File: config.mk
export PLATFORM = sky130hd
export DESIGN_NAME = ccflag_eval
export DESIGN_NICKNAME = d
export VERILOG_FILES = /design/src/rtl/ccflag_eval.sv
export SDC_FILE = /design/constraint.sdc
export NUM_CORES = 1
export LEC_CHECK = 0
export CORE_ASPECT_RATIO = 0.5
export CORE_MARGIN = 8
export CORE_UTILIZATION = 55
export CTS_CLUSTER_SIZE = 40
export DETAILED_ROUTE_END_ITERATION = 7
export DONT_BUFFER_PORTS = 1
export GPL_TIMING_DRIVEN = 0
export MAX_ROUTING_LAYER = met4
export PLACE_DENSITY = 0.81
export SYNTH_ARGS = -nofsm -noshare
export SYNTH_HDL_FRONTEND = slang
export SYNTH_SLANG_ARGS = --single-unit
export TNS_END_PERCENT = 30
File: constraint.sdc
create_clock -name clk -period 13.14 [get_ports clk]
set_input_delay 1.971 -clock clk [delete_from_list [all_inputs] [get_ports clk]]
set_output_delay 1.971 -clock clk [all_outputs]
set_load 0.05 [all_outputs]
File: src/rtl/ccflag_eval.sv
module ccflag_eval #(
  parameter int W  = 32,
  parameter int KW = 4
) (
  input  logic          clk,
  input  logic          rst_n,
  input  logic          cap_valid,
  input  logic [KW-1:0] cap_kind,
  input  logic [W-1:0]  cap_src,
  input  logic [W-1:0]  cap_dst,
  input  logic          eval_req,
  input  logic          chain_valid,
  input  logic          chain_sub,
  input  logic          chain_first,
  input  logic [W-1:0]  chain_a,
  input  logic [W-1:0]  chain_b,
  output logic [3:0]    flags,
  output logic          xflag,
  output logic [W-1:0]  chain_res,
  output logic          bad_kind
);

  localparam logic [KW-1:0] K_PASS  = KW'(0);
  localparam logic [KW-1:0] K_LOGIC = KW'(1);
  localparam logic [KW-1:0] K_ADD   = KW'(2);
  localparam logic [KW-1:0] K_SUB   = KW'(3);
  localparam logic [KW-1:0] K_CMPB  = KW'(4);
  localparam logic [KW-1:0] K_CMPW  = KW'(5);
  localparam logic [KW-1:0] K_ADDX  = KW'(6);
  localparam logic [KW-1:0] K_SUBX  = KW'(7);
  localparam logic [KW-1:0] K_SHIFT = KW'(8);
  localparam logic [W-1:0]  ONE     = W'(1);

  logic [KW-1:0] kind_q;
  logic [W-1:0]  src_q, dst_q;
  logic          ev_go, ev_go_q, ev_bad;
  logic [3:0]    ev_flags, ch_raw, ch_flags;
  logic          ch_x, ch_zprev;
  logic [W-1:0]  ch_sum;
  logic [KW-1:0] ch_kind;

  function automatic logic [3:0] nz_of(input logic [W-1:0] r);
    return {r[W-1] & (r != '0), r == '0, 2'b00};
  endfunction

  function automatic logic [3:0] calc(input logic [KW-1:0] k,
                                      input logic [W-1:0] s,
                                      input logic [W-1:0] d);
    logic [3:0]   f;
    logic [W-1:0] t;
    f = 4'b0000;
    t = '0;
    case (k)
      K_PASS:  f = d[3:0];
      K_LOGIC: f = nz_of(d);
      K_ADD: begin
        f = nz_of(d);
        t = d - s;
        f[0] = d < s;
        f[1] = ((s[W-1] ^ d[W-1]) & ~(t[W-1] ^ s[W-1]));
      end
      K_ADDX: begin
        f = nz_of(d);
        t = d - s - ONE;
        f[0] = d <= s;
        f[1] = ((s[W-1] ^ d[W-1]) & ~(t[W-1] ^ s[W-1]));
      end
      K_SUB: begin
        f = nz_of(d);
        t = d + s;
        f[0] = t < s;
        f[1] = (t[W-1] ^ d[W-1]) & (t[W-1] ^ s[W-1]);
      end
      K_SUBX: begin
        f = nz_of(d);
        t = d + s + ONE;
        f[0] = t <= s;
        f[1] = (t[W-1] ^ d[W-1]) & (t[W-1] ^ s[W-1]);
      end
      K_CMPB: begin
        t = d + s;
        f[3] = d[7];
        f[2] = d[7:0] == 8'h00;
        f[0] = t[7:0] < s[7:0];
        f[1] = (t[7] ^ d[7]) & (t[7] ^ s[7]);
      end
      K_CMPW: begin
        t = d + s;
        f[3] = d[15];
        f[2] = d[15:0] == 16'h0000;
        f[0] = t[15:0] < s[15:0];
        f[1] = (t[15] ^ d[15]) & (t[15] ^ s[15]);
      end
      K_SHIFT: begin
        f = nz_of(d);
        f[0] = s != '0;
      end
      default: f = 4'b0000;
    endcase
    return f;
  endfunction

  assign ev_go    = eval_req & ~cap_valid & ~chain_valid;
  assign ev_bad   = kind_q > K_SHIFT;
  assign ev_flags = calc(kind_q, src_q, dst_q);

  assign ch_x     = chain_first ? 1'b0 : xflag;
  assign ch_zprev = chain_first ? 1'b1 : flags[2];
  assign ch_sum   = chain_sub ? chain_a - chain_b - {{(W-1){1'b0}}, ch_x}
                              : chain_a + chain_b + {{(W-1){1'b0}}, ch_x};
  assign ch_kind  = chain_sub ? (ch_x ? K_SUBX : K_SUB) : (ch_x ? K_ADDX : K_ADD);
  assign ch_raw   = calc(ch_kind, chain_b, ch_sum);
  assign ch_flags = {ch_raw[3], ch_raw[2] & ch_zprev, ch_raw[1:0]};

  always_ff @(posedge clk) begin
    if (!rst_n) begin
      kind_q    <= K_PASS;
      src_q     <= '0;
      dst_q     <= '0;
      flags     <= 4'b0000;
      xflag     <= 1'b0;
      chain_res <= '0;
      bad_kind  <= 1'b0;
      ev_go_q   <= 1'b0;
    end else begin
      bad_kind <= 1'b0;
      ev_go_q  <= ev_go;
      if (chain_valid) begin
        flags     <= ch_flags;
        xflag     <= ch_flags[0];
        chain_res <= ch_sum;
        kind_q    <= K_PASS;
        src_q     <= '0;
        dst_q     <= {{(W-4){1'b0}}, ch_flags};
      end else if (cap_valid) begin
        kind_q <= cap_kind;
        src_q  <= cap_src;
        dst_q  <= cap_dst;
      end else if (eval_req) begin
        flags    <= ev_bad ? 4'b0000 : ev_flags;
        bad_kind <= ev_bad;
        kind_q   <= K_PASS;
        src_q    <= '0;
        dst_q    <= {{(W-4){1'b0}}, (ev_bad ? 4'b0000 : ev_flags)};
      end
    end
  end

  p_err_pulse_r9: assert property (@(posedge clk) disable iff (!rst_n)
    bad_kind |=> !bad_kind);
  p_err_clear_r9: assert property (@(posedge clk) disable iff (!rst_n)
    bad_kind |-> flags == 4'b0000);
  p_idem_r10: assert property (@(posedge clk) disable iff (!rst_n)
    (ev_go && ev_go_q) |=> $stable(flags));
  p_x_follows_c_r8: assert property (@(posedge clk) disable iff (!rst_n)
    chain_valid |=> xflag == flags[0]);
  p_sticky_z_r8: assert property (@(posedge clk) disable iff (!rst_n)
    (chain_valid && !chain_first && !flags[2]) |=> !flags[2]);

endmodule

==> summary.txt, run 1 <==
Clocking
  • Post-CTS Resized: 0
  • Worst-Skew Late Latency: around 0.40 ns
  • Root Buffer: clkbuf_16
  • CTS buffer count: 9
  • Level count of the clock H-tree: 3
  • Hold Buf Count CTS: 0
  • Post-CTS Setup Bufs: 0
  • Clk slew on worst S/H paths: 0.08 ns
  • Clock Sinks: approximately 110
  • Clock Tree Buf Depth: 2
  • CTS tree: yes

Final layout
  • Fill count: 3676
  • Multi-input logic area: 17600 µm²
  • Most frequent cells in the layout: 343 x ha_1, 282 x a21oi_1, 278 x nor2_1
  • P&R area growth vs syn: 4.52%
  • Final core utilization: between 50% and 60%
  • Commonest non-fill, non-tap cell in the layout: ha_1
  • Layout cell share with drive strength beyond 1: 2.85%
  • Final net count: about 3500
  • Reg area: 2120 µm²

Floorplanning
  • Die area: around 45000 µm²
  • Floorplan core area: between 30000 and 40000 µm²
  • Rows: 50
  • IO Pins: 177
  • Starting density of the core: between 50% and 60%
  • Die Y: around 150 µm
  • Die Wd: 294 µm

Timing
  • Post-route clock skew: approximately 0.012 ns
  • Min Tclk post-route: around 12 ns
  • Fmax: 0.0826 GHz
  • RSZ-0062 raised after global routing: no
  • Final Max Tran Viols: 12
  • Slew headroom: -9.46%
  • Final Hold Fails: 0
  • Worst slew pin tran: around 1.6 ns
  • Final worst path period share: ~92%
  • Final setup TNS: 0 ns
  • # setup viols final: 0

Job
  • Max Cap Viol: 2

Run status
  • Status: complete, but fails checks
  • Failing checks: capacitance limit, slew limit

Yosys
  • Synth Area in Adders: around a fifth
  • Largest family of logic cells by synthesized area: compound AO/OA/AOI/OAI gates
  • Sequential-to-total area share from yosys stat: between 10% and 20%
  • Mapped Area: approximately 21000 µm²
  • Synth Register Bits: about 110
  • XOR/XNOR Fraction of Synth Area: 7.46%
  • Number of flops mapped to enable cells by yosys: 0
  • Synth Area in Simple Gates: approximately 26%
  • Syn Nets: ~3500
  • Netlist cell types: around 100
  • Compound-Gate Fraction of Synth Area: 26.6%
  • Top_reg_cell synth: dfxtp_1
  • Mux cell area share after synthesis: between 2 and 2.5%
  • Mean Syn Cell Area: 7.15 µm²
  • Cells after Synth: approximately 3000
  • Post-synth ARST share: 0%
  • YS warnings: 0

Place
  • PortBufs: 0
  • Post-DP HPWL: around 66 mm
  • Gpl congestion: between 1 and 1.5

Critical path
  • R2r setup slk: 1.85 ns
  • CP delay by family, top: compound AO/OA/AOI/OAI gates
  • CP max stage cell: a2111oi_0
  • Launching point of the worst reg2reg path: xflag$_SDFFE_PN0P_
  • Kind of end point of the critical path: flop
  • CP Max Fanout: 8
  • CP Data Arrival Time: around 12 ns
  • Crit path required time: about 13 ns
  • CP startpoint: chain_first
  • Critical path type: in -> reg
  • Worst path max stage delay: 0.79 ns
  • Buffers & Inverters on Critical Path: 3
  • CP Launch Type: input pin

Global routing
  • First-pass GRT wire length: 120 mm
  • Total congestion overflow: 0
  • Tot GR Track Use: between 30 and 40%
  • Initial antenna violation count: 2
  • Largest net degree at the start of global routing: 21
  • Number of global-route vias before repair: roughly 21000

Route
  • Routed Antenna Nets: 0
  • Vias per cell: between 6 and 7
  • First-pass DRT Iterations: 7
  • Routed WL per cell: between 20 and 25 µm
  • Drt initial violations: between 2000 and 2500
  • WL final: approximately 78 mm
  • Drt drc: 0
  • Routed vias: around 23000

Power and ir drop
  • Cell Pwr Density: between 100 and 150 nW/µm²
  • P_leak: between 9 and 10 nW
  • Worst IR drop on VDD: approximately 0.065 mV
  • Total Power: 2.57 mW

Min path
  • Worst hold path type: reg -> reg
  • Hold path startpoint: dst_q[29]$_SDFFE_PP0P_
## path summary, 6_finish.rpt
kind              cells after the start                endpoint
setup / recovery                     32   dst_q[0]$_SDFFE_PN0P_
hold / removal                        3  dst_q[29]$_SDFFE_PP0P_
setup reg to reg                     32   dst_q[0]$_SDFFE_PN0P_
hold reg to reg                       3  dst_q[29]$_SDFFE_PP0P_
## final cells by class
cell class	count	share of cell area, %
multi-input cells	2480	79.6
flip-flops and latches	106	9.58
inverters	261	4.42
well taps	520	2.94
plain buffers	117	2.06
clock buffers	9	1.02
clock inverters	7	0.339
diodes	2	0.0226
## worst reg2reg max path: cells and delay by family, from the launching register on
kind / cells / cell delay [ns]
compound gates: 13 / 4.24
buf+inv: 3 / 0.97
fa+ha+maj: 4 / 1.80
simple gates: 9 / 2.78
flops: 1 / 0.66
xor+xnor: 3 / 0.72
## cells in the mapped netlist (16+ instances only)
master       n  area (µm²)
nor3_1     111         556
a2111oi_0   22         193
xnor2_1    136        1190
or3_1       29         181
nor3b_1     43         323
xor2_1      40         350
and2_1      16         100
o21bai_1    29         218
a21oi_1    282        1410
o211ai_1    29         218
a31oi_1     29         181
clkbuf_1    95         357
a211oi_1    27         203
mux2i_1     43         430
nor2b_1     72         450
and3_1      24         150
nand4_1     78         488
nand2_1    159         597
nor2_1     278        1040
o31ai_1     37         278
nand3_1     63         315
nand2b_1    52         325
dfxtp_1    106        2120
inv_1      256         961
o21a_1      31         233
a21o_1      74         556
ha_1       343        4290
nor4_1      62         388
o21ai_0    118         591
## per-layer routing
metal,vias up,GRT usage (%),wire length [µm]
li1,10900,-,-
met1,10700,41.8,32700
met3,252,4.41,6240
met4,0,17.4,4650
met2,1149,53.2,34800
met5,-,-,0
## sequential cells by signal (all words and copies together), names as in the netlist
name and cells:
src_q 32, bad_kind 1, kind_q 4, dst_q 32, xflag 1, chain_res 32, flags 4
## through the flow
step / std cells / setup WS (ns) / hold WS [ns] / area, µm²
3_5_place_dp: 3484 / 0.993 / 0.677 / 21800
4_1_cts: 3500 / 1.38 / 0.695 / 22100
5_1_grt: 3502 / 0.829 / 0.719 / 22100
2_1_floorplan: 2964 / 4.07 / 0.544 / 21200
6_report: 3502 / 1.03 / 0.697 / 22100
3_3_place_gp: 3484 / 1.13 / 0.658 / 21800
## where the power goes
| part | internal [mW] | switching, mW | total [mW] |
|---|---|---|---|
| Combinational | 0.695 | 1.15 | 1.84 |
| Clock | 0.134 | 0.160 | 0.294 |
| Sequential | 0.344 | 0.0820 | 0.426 |
## cells by family (layout without fill, tap and decap cells)
family,count (synthesis),in the layout
multiplexers,46,46
XOR/XNOR,178,178
adder cells (fa/ha/maj),351,351
AND/OR/NAND/NOR,1056,1056
flip-flops,106,106
buffers and inverters,378,394
other,0,2
AO/OA/AOI/OAI,849,849
Power figures use the tool's default switching activity.
==> inputs of run 2 (changes only) <==
ABC_AREA = 0   (was unset)
==> results of run 2 <==
Same layout as run 1: the final DEF is identical, and so are final timing and power.
